## src/rtl/dd_pkg.sv

```systemverilog
package dd_pkg;
  localparam int WORD_W     = 32;
  localparam int DESC_WORDS = 8;
  localparam int DESC_W     = WORD_W * DESC_WORDS;
  localparam int SLOT_W     = $clog2(DESC_WORDS);
  localparam int CTL_SLOT   = DESC_WORDS - 1;
  localparam int GO_POS     = 31;

  // register word indices
  localparam logic [2:0] SEL_STAT = 3'd0;
  localparam logic [2:0] SEL_CTRL = 3'd1;
  localparam logic [2:0] SEL_FILL = 3'd2;
  localparam logic [2:0] SEL_RESP = 3'd3;
  localparam logic [2:0] SEL_SEQ  = 3'd4;

  // status bit positions
  localparam int ST_BUSY  = 0;
  localparam int ST_DEMP  = 1;
  localparam int ST_DFULL = 2;
  localparam int ST_REMP  = 3;
  localparam int ST_RFULL = 4;
  localparam int ST_STOP  = 5;
  localparam int ST_RST   = 6;
  localparam int ST_ERR   = 7;
  localparam int ST_EARLY = 8;
  localparam int ST_IRQ   = 9;
  localparam int ST_OVF   = 10;

  // control bit positions
  localparam int CT_HALT  = 0;
  localparam int CT_RESET = 1;
  localparam int CT_SERR  = 2;
  localparam int CT_SEARL = 3;
  localparam int CT_GIE   = 4;
  localparam int CT_NOFET = 5;

  typedef struct packed {
    logic no_fetch;
    logic gie;
    logic stop_early;
    logic stop_err;
    logic halt;
  } ctrl_t;

  function automatic ctrl_t ctrl_from_word(input logic [WORD_W-1:0] w);
    ctrl_t c;
    c.halt       = w[CT_HALT];
    c.stop_err   = w[CT_SERR];
    c.stop_early = w[CT_SEARL];
    c.gie        = w[CT_GIE];
    c.no_fetch   = w[CT_NOFET];
    return c;
  endfunction

  function automatic logic [WORD_W-1:0] ctrl_to_word(input ctrl_t c);
    logic [WORD_W-1:0] w;
    w = '0;
    w[CT_HALT]  = c.halt;
    w[CT_SERR]  = c.stop_err;
    w[CT_SEARL] = c.stop_early;
    w[CT_GIE]   = c.gie;
    w[CT_NOFET] = c.no_fetch;
    return w;
  endfunction

  // interrupt cause for one completion, from the descriptor control word
  function automatic logic irq_cause(input logic [WORD_W-1:0] dctl,
                                     input logic [7:0] err,
                                     input logic early);
    return dctl[14] | (|(err & dctl[23:16])) | (early & dctl[15]);
  endfunction
endpackage

```

## src/rtl/dd_fifo.sv

```systemverilog
module dd_fifo #(
  parameter int WIDTH = 256,
  parameter int DEPTH = 4
) (
  input  logic                         clk,
  input  logic                         rst_n,
  input  logic                         flush,
  input  logic                         push,
  input  logic [WIDTH-1:0]             din,
  input  logic                         pop,
  output logic [WIDTH-1:0]             dout,
  output logic [$clog2(DEPTH+1)-1:0]   count,
  output logic                         empty,
  output logic                         full
);
  localparam int PTR_W = (DEPTH > 1) ? $clog2(DEPTH) : 1;
  localparam int CNT_W = $clog2(DEPTH+1);

  logic [WIDTH-1:0] mem [DEPTH];
  logic [PTR_W-1:0] wptr, rptr;

  function automatic logic [PTR_W-1:0] bump(input logic [PTR_W-1:0] p);
    return (p == PTR_W'(DEPTH-1)) ? '0 : p + 1'b1;
  endfunction

  assign empty = (count == '0);
  assign full  = (count == CNT_W'(DEPTH));
  assign dout  = mem[rptr];

  always_ff @(posedge clk or negedge rst_n) begin
    if (!rst_n) begin
      wptr  <= '0;
      rptr  <= '0;
      count <= '0;
      for (int i = 0; i < DEPTH; i++) mem[i] <= '0;
    end else if (flush) begin
      wptr  <= '0;
      rptr  <= '0;
      count <= '0;
    end else begin
      if (push) begin
        mem[wptr] <= din;
        wptr      <= bump(wptr);
      end
      if (pop) rptr <= bump(rptr);
      if (push && !pop)      count <= count + 1'b1;
      else if (pop && !push) count <= count - 1'b1;
    end
  end

  assert_no_push_full_R3: assert property (@(posedge clk) disable iff (!rst_n)
    push |-> !full);
  assert_no_pop_empty_R5: assert property (@(posedge clk) disable iff (!rst_n)
    pop |-> !empty);
endmodule

```

## src/rtl/dd_stage.sv

```systemverilog
module dd_stage
  import dd_pkg::*;
(
  input  logic              clk,
  input  logic              rst_n,
  input  logic              flush,
  input  logic              wr,
  input  logic [SLOT_W-1:0] slot,
  input  logic [WORD_W-1:0] wdata,
  input  logic              fifo_full,
  output logic              push,
  output logic              drop,
  output logic [DESC_W-1:0] entry
);
  logic [WORD_W-1:0] words [DESC_WORDS];
  logic go_wr;

  assign go_wr = wr && (slot == SLOT_W'(CTL_SLOT)) && wdata[GO_POS];
  assign push  = go_wr && !fifo_full && !flush;
  assign drop  = go_wr && fifo_full && !flush;

  always_ff @(posedge clk or negedge rst_n) begin
    if (!rst_n) begin
      for (int i = 0; i < DESC_WORDS; i++) words[i] <= '0;
    end else if (flush) begin
      for (int i = 0; i < DESC_WORDS; i++) words[i] <= '0;
    end else if (wr) begin
      words[slot] <= wdata;
    end
  end

  // the committing control word bypasses its own staging register
  for (genvar k = 0; k < DESC_WORDS; k++) begin : g_pack
    if (k == CTL_SLOT) begin : g_ctl
      assign entry[k*WORD_W +: WORD_W] = wdata;
    end else begin : g_data
      assign entry[k*WORD_W +: WORD_W] = words[k];
    end
  end
endmodule

```

## src/rtl/dd_csr.sv

```systemverilog
module dd_csr
  import dd_pkg::*;
#(
  parameter int RST_CYC = 4
) (
  input  logic              clk,
  input  logic              rst_n,
  input  logic              csr_wr,
  input  logic [2:0]        csr_addr,
  input  logic [WORD_W-1:0] csr_wdata,
  input  logic              done_fire,
  input  logic [7:0]        done_err,
  input  logic              done_early,
  input  logic [WORD_W-1:0] done_ctl,
  input  logic              drop,
  output ctrl_t             ctrl_q,
  output logic              resetting,
  output logic              err_f,
  output logic              early_f,
  output logic              irq_f,
  output logic              ovf_f
);
  localparam int CW = $clog2(RST_CYC+1);

  logic [CW-1:0] rst_cnt;
  logic wr_ctrl, wr_stat, raise, err_hit, early_hit;

  assign wr_ctrl   = csr_wr && (csr_addr == SEL_CTRL);
  assign wr_stat   = csr_wr && (csr_addr == SEL_STAT);
  assign resetting = (rst_cnt != '0);
  assign raise     = done_fire && irq_cause(done_ctl, done_err, done_early);
  assign err_hit   = done_fire && ctrl_q.stop_err && (|done_err);
  assign early_hit = done_fire && ctrl_q.stop_early && done_early;

  always_ff @(posedge clk or negedge rst_n) begin
    if (!rst_n) begin
      ctrl_q  <= '0;
      rst_cnt <= '0;
      err_f   <= 1'b0;
      early_f <= 1'b0;
      irq_f   <= 1'b0;
      ovf_f   <= 1'b0;
    end else begin
      if (wr_ctrl) ctrl_q <= ctrl_from_word(csr_wdata);
      if (wr_ctrl && csr_wdata[CT_RESET]) rst_cnt <= CW'(RST_CYC);
      else if (resetting)                  rst_cnt <= rst_cnt - 1'b1;

      if (resetting) begin
        err_f   <= 1'b0;
        early_f <= 1'b0;
        ovf_f   <= 1'b0;
      end else begin
        if (wr_stat && csr_wdata[ST_ERR])   err_f   <= 1'b0;
        if (wr_stat && csr_wdata[ST_EARLY]) early_f <= 1'b0;
        if (wr_stat && csr_wdata[ST_OVF])   ovf_f   <= 1'b0;
        if (err_hit)   err_f   <= 1'b1;
        if (early_hit) early_f <= 1'b1;
        if (drop)      ovf_f   <= 1'b1;
      end

      if (wr_stat && csr_wdata[ST_IRQ]) irq_f <= 1'b0;
      if (raise)                        irq_f <= 1'b1;
    end
  end

  assert_reset_hold_R9: assert property (@(posedge clk) disable iff (!rst_n)
    $rose(resetting) |=> resetting);
  assert_irq_set_R6: assert property (@(posedge clk) disable iff (!rst_n)
    raise |=> irq_f);
  assert_err_stop_R8: assert property (@(posedge clk) disable iff (!rst_n)
    err_hit |=> err_f);
  assert_ovf_set_R3: assert property (@(posedge clk) disable iff (!rst_n)
    drop |=> ovf_f);
endmodule

```

## src/rtl/dma_dispatch_csr.sv

```systemverilog
module dma_dispatch_csr
  import dd_pkg::*;
#(
  parameter int DEPTH   = 4,
  parameter int RST_CYC = 4,
  parameter int SEQ_W   = 16
) (
  input  logic         clk,
  input  logic         rst_n,
  input  logic         csr_wr,
  input  logic [2:0]   csr_addr,
  input  logic [31:0]  csr_wdata,
  output logic [31:0]  csr_rdata,
  input  logic         dsc_wr,
  input  logic [2:0]   dsc_addr,
  input  logic [31:0]  dsc_wdata,
  output logic         xfer_valid,
  input  logic         xfer_ready,
  output logic [255:0] xfer_desc,
  input  logic         done_valid,
  input  logic [7:0]   done_err,
  input  logic         done_early,
  output logic         irq
);
  localparam int CNT_W  = $clog2(DEPTH+1);
  localparam int HALF_W = WORD_W / 2;

  logic              push, drop, pop, empty, full;
  logic [DESC_W-1:0] entry;
  logic [CNT_W-1:0]  count;
  ctrl_t             ctrl_q;
  logic              resetting, err_f, early_f, irq_f, ovf_f;
  logic              busy_q, done_fire, stopped;
  logic [WORD_W-1:0] held_ctl;
  logic [SEQ_W-1:0]  seq_out, seq_done;
  logic [WORD_W-1:0] status;

  dd_stage u_stage (
    .clk(clk), .rst_n(rst_n), .flush(resetting),
    .wr(dsc_wr), .slot(dsc_addr), .wdata(dsc_wdata),
    .fifo_full(full), .push(push), .drop(drop), .entry(entry)
  );

  dd_fifo #(.WIDTH(DESC_W), .DEPTH(DEPTH)) u_fifo (
    .clk(clk), .rst_n(rst_n), .flush(resetting),
    .push(push), .din(entry), .pop(pop), .dout(xfer_desc),
    .count(count), .empty(empty), .full(full)
  );

  dd_csr #(.RST_CYC(RST_CYC)) u_csr (
    .clk(clk), .rst_n(rst_n),
    .csr_wr(csr_wr), .csr_addr(csr_addr), .csr_wdata(csr_wdata),
    .done_fire(done_fire), .done_err(done_err), .done_early(done_early),
    .done_ctl(held_ctl), .drop(drop),
    .ctrl_q(ctrl_q), .resetting(resetting), .err_f(err_f),
    .early_f(early_f), .irq_f(irq_f), .ovf_f(ovf_f)
  );

  assign stopped    = ctrl_q.halt | err_f | early_f;
  assign xfer_valid = !empty && !busy_q && !stopped && !ctrl_q.no_fetch && !resetting;
  assign pop        = xfer_valid && xfer_ready;
  assign done_fire  = done_valid && busy_q && !resetting;
  assign irq        = irq_f && ctrl_q.gie;

  always_ff @(posedge clk or negedge rst_n) begin
    if (!rst_n) begin
      busy_q   <= 1'b0;
      held_ctl <= '0;
      seq_out  <= '0;
      seq_done <= '0;
    end else if (resetting) begin
      busy_q   <= 1'b0;
      seq_out  <= '0;
      seq_done <= '0;
    end else begin
      if (pop) begin
        busy_q   <= 1'b1;
        held_ctl <= xfer_desc[CTL_SLOT*WORD_W +: WORD_W];
        seq_out  <= seq_out + 1'b1;
      end else if (done_fire) begin
        busy_q   <= 1'b0;
      end
      if (done_fire) seq_done <= seq_done + 1'b1;
    end
  end

  always_comb begin
    status           = '0;
    status[ST_BUSY]  = !empty || busy_q;
    status[ST_DEMP]  = empty;
    status[ST_DFULL] = full;
    status[ST_REMP]  = !busy_q;
    status[ST_RFULL] = busy_q;
    status[ST_STOP]  = stopped;
    status[ST_RST]   = resetting;
    status[ST_ERR]   = err_f;
    status[ST_EARLY] = early_f;
    status[ST_IRQ]   = irq_f;
    status[ST_OVF]   = ovf_f;
  end

  always_comb begin
    case (csr_addr)
      SEL_STAT: csr_rdata = status;
      SEL_CTRL: csr_rdata = ctrl_to_word(ctrl_q);
      SEL_FILL: csr_rdata = {HALF_W'(count), HALF_W'(count)};
      SEL_RESP: csr_rdata = WORD_W'(busy_q);
      SEL_SEQ:  csr_rdata = {HALF_W'(seq_done), HALF_W'(seq_out)};
      default:  csr_rdata = '0;
    endcase
  end

  assert_one_inflight_R5: assert property (@(posedge clk) disable iff (!rst_n)
    pop |=> !xfer_valid);
  assert_no_offer_stopped_R8: assert property (@(posedge clk) disable iff (!rst_n)
    (err_f || early_f) |-> !xfer_valid);
endmodule

```

## config.mk

```make
export PLATFORM = sky130hd
export DESIGN_NAME = dma_dispatch_csr
export DESIGN_NICKNAME = d
export VERILOG_FILES = /design/src/rtl/dd_pkg.sv /design/src/rtl/dd_fifo.sv /design/src/rtl/dd_stage.sv /design/src/rtl/dd_csr.sv /design/src/rtl/dma_dispatch_csr.sv
export SDC_FILE = /design/constraint.sdc
export NUM_CORES = 2
export LEC_CHECK = 0
export BUFFER_PORTS_ARGS = -buffer_cell sky130_fd_sc_hd__buf_2
export CORE_ASPECT_RATIO = 1.25
export CORE_MARGIN = 2
export CORE_UTILIZATION = 55
export DETAILED_ROUTE_END_ITERATION = 12
export PLACE_DENSITY = 0.76
export SYNTH_ARGS = -nofsm -noshare
export SYNTH_HDL_FRONTEND = slang
export SYNTH_SLANG_ARGS = --single-unit
```

## constraint.sdc

```tcl
create_clock -name clk -period 2.9 [get_ports clk]
set_clock_uncertainty 0.15 [all_clocks]
set_input_delay 0.58 -clock clk [delete_from_list [all_inputs] [get_ports clk]]
set_output_delay 0.58 -clock clk [all_outputs]
set_load 0.03 [all_outputs]
```

==> results.json <==
{
  "synth_top_area_share_pct": 58.3,
  "synth_edf_count": 0,
  "dp.cells": 5474,
  "io_buffers": 352,
  "synthAdderAreaFrac_pct": 0.236,
  "fmax_mhz": 307,
  "initial_utilization_pct": 55.3,
  "setup_ws_ns": -0.355,
  "outcome": "finished with violations",
  "antenna_found_initial": 10,
  "dr.pass1.iters": 5,
  "grt_max_degree": 158,
  "fin_crit_sh_pct": 112,
  "yosys.area_share.simple_pct": 5.09,
  "gp_congestion": 0.824,
  "p_leak_nw": 32.3,
  "syn_nets": 4010,
  "cts_buffers": 132,
  "clock_path_buffers": 3,
  "fin_total_pwr_w": 0.0389,
  "violations": "setup timing",
  "critPathLaunchType": "flip-flop",
  "rsz0062_at_grt": "true",
  "hp-class": "in -> reg",
  "setup.worst_path.start": "u_fifo.rptr[0]$_DFFE_PN0P_",
  "wirelength_mm": 150,
  "vias": 35100,
  "hold_viol": 0,
  "synthArstFlopShare_pct": 100,
  "reg2reg_depth": 10,
  "path_class": "reg -> out",
  "yosysSeqAreaShare_pct": 58.3,
  "dp_hpwl_mm": 91.9,
  "cts_tree": "done",
  "root_buffer": "clkbuf_16",
  "core_area_um2": 102000,
  "grt_pass1_vias": 37000,
  "synth_mux_area_share_pct": 31.0,
  "hold_path_depth": 3,
  "wl_per_cell_um": 26.1,
  "routed_via_density": 6.12,
  "ir_drop_mv": 0.749,
  "yosys_warnings": 0,
  "rows": 131,
  "synth_top_family_by_area": "multiplexers",
  "finalSetupViolCount": 258,
  "drtIter0Drc": 2703,
  "arrival_ns": 2.52,
  "ys_types": 51,
  "cp-end-kind": "output port",
  "powerDensity_nw_per_um2": 589,
  "grt_overflow": 0,
  "slew_headroom_pct": 30.3,
  "drc_errors": 0,
  "fillCellCount": 7107,
  "grt_pass1_wl_mm": 230,
  "fp.dieH_um": 362,
  "ys_ff_latch": 1310,
  "worst_slew_pin_slew_ns": 1.05,
  "synth_top_cell_by_area": "dfrtp_1",
  "min_from": "csr_wdata[8]",
  "layout.nets": 4406,
  "synth-xor-area-share_pct": 0.249,
  "cp_max_fo": 14,
  "syn_inst": 3915,
  "drive_above_1_share_pct": 46.6,
  "worstSkewPairLatency_ns": 0.77,
  "clkSlewWorstSetupHoldPaths_ns": 0.06,
  "synth_area_um2": 56200,
  "io_pins": 375,
  "rr_startpoint": "u_csr.rst_cnt[0]$_DFFE_PN0P_",
  "die_w_um": 290,
  "syn_avg_cell_area_um2": 14.4,
  "clock_sinks": 1310,
  "antenna_left": 0,
  "maxCapViolCount": 0,
  "setup-tns-final_ns": -66.10,
  "synth_area_leaders": "dfrtp_1, mux2_2, mux4_2, nand2_1, a21oi_1",
  "period_needed_ns": 3.25,
  "synth_compound_area_share_pct": 2.77,
  "cp.required_ns": 2.17,
  "synth_flop_cell": "dfrtp_1",
  "cts-htree-levels": 4,
  "syn_to_final_growth_pct": 17.3,
  "final_cells": 5743,
  "die-area_um2": 105000,
  "grt_usage_pct": 29.1,
  "hold-worst-slack_ns": 0.0532,
  "drv_slew": 0
}
logic make-up after synthesis:
kind of cell	after synthesis
adder cells (fa/ha/maj)	10
AND/OR/NAND/NOR	682
XOR/XNOR	16
buffers and inverters	314
multiplexers	1293
flip-flops	1310
AO/OA/AOI/OAI	290
placed cells by master, fill, tap and decap left out, types with 10 or more instances in the layout:
| cell | count |
|---|---|
| clkinv_2 | 21 |
| diode_2 | 10 |
| buf_16 | 14 |
| clkbuf_1 | 26 |
| a21oi_1 | 242 |
| mux2i_1 | 13 |
| clkbuf_8 | 19 |
| dfrtp_1 | 1305 |
| and3_1 | 24 |
| buf_6 | 35 |
| nor2_1 | 40 |
| buf_12 | 84 |
| nand4_1 | 13 |
| mux2_2 | 1024 |
| buf_4 | 92 |
| clkbuf_16 | 137 |
| nand2_1 | 513 |
| mux4_2 | 256 |
| nand2b_1 | 11 |
| o21ai_0 | 12 |
| dlygate4sd3_1 | 11 |
| nand3_1 | 21 |
| inv_1 | 18 |
| buf_2 | 317 |
final cells by class:
type	count	area, um2	area share [%]
Timing Repair Buffer	558	4950	7.50
Sequential cell	1310	32800	49.7
Tap cell	1330	1660	2.52
Clock buffer	181	3760	5.70
Multi-Input combinational cell	2291	22200	33.6
Inverter	18	67.6	0.102
Clock inverter	45	514	0.779
Antenna cell	10	25.0	0.0379
worst max-delay path: stages (launching register included):
cell	delay, ns
dfrtp_4	0.49
buf_16	0.21
buf_12	0.14
buf_16	0.15
mux4_2	0.55
buf_2	0.20
where the power goes:
group	internal, W	switching [W]
sequential	0.0186	0.000209
clock	0.00981	0.00718
combinational	0.000845	0.00227
cell usage after synthesis, types with 3 or more instances:
library cell and n:
mux2_2 1024, and4_1 4, xor2_1 7, or3_1 10, o31ai_1 3, inv_1 18
nand2b_1 12, xnor2_1 9, a21oi_1 242, clkbuf_1 150, nor3_1 11, nand3_1 21
nand4_1 13, nor4_1 9, o21ai_0 13, buf_1 24, o22ai_1 3, buf_2 122
ha_1 9, mux2i_1 13, nor2_1 44, nand2_1 517, and3_1 24, nor2b_1 7
a22oi_1 7, dfrtp_1 1310, a32oi_1 3, mux4_2 256
final timing paths:
kind                                                        to  slack, ns
max in group asynchronous       u_stage.entry[170]$_DFFE_PN0P_       1.37
worst min-delay path                 u_csr.early_f$_DFFE_PN0P_       0.05
worst max register to register     u_fifo.count[2]$_DFFE_PN0P_       0.24
worst min register to register     u_fifo.mem[767]$_DFFE_PN0P_       0.31
min in group asynchronous          u_fifo.mem[782]$_DFFE_PN0P_       0.27
worst max-delay path                            xfer_desc[230]      -0.35
state kept, by name, summed over array words and instances, names as in the netlist:
| name | cells |
|---|---|
| u_fifo.mem | 1024 |
| u_stage.entry | 224 |
| seq_done | 16 |
| seq_out | 16 |
| held_ctl | 10 |
| u_csr.ctrl_q | 5 |
| u_csr.rst_cnt | 3 |
| u_fifo.count | 3 |
| u_fifo.rptr | 2 |
| u_fifo.wptr | 2 |
| busy_q | 1 |
| u_csr.early_f | 1 |
| u_csr.err_f | 1 |
| u_csr.irq_f | 1 |
| u_csr.ovf_f | 1 |
metal layers:
layer / global-route usage [%] / vias to the layer above / wire length, um
li1: - / 14900 / -
met1: 37.7 / 18800 / 59600
met2: 46.9 / 1114 / 73200
met3: 6.61 / 290 / 10300
met4: 14.1 / 2 / 6960
met5: 0 / - / 8
metrics by stage:
stage               area [um2]  utilization [%]  setup slack [ns]
floorplan                56200                -            0.0379
global placement         60900             59.8             0.261
detailed placement       60900             59.8             0.188
CTS                      65700             64.6            -0.414
global route             66000             64.8            -0.402
finish                   66000             64.8            -0.355
what timing repair did:
item / 4_1_cts / 5_1_grt
buffers inserted: 5 / 11
hold buffers: 11 / 0
resized for setup: 65 / 37
hold endpoints to repair: 62 / 0
endpoints found under the setup margin: 260 / 260
cloned: 5 / 1
pin swaps: 0 / 1
Note: power is estimated with default switching activity, not from simulation.
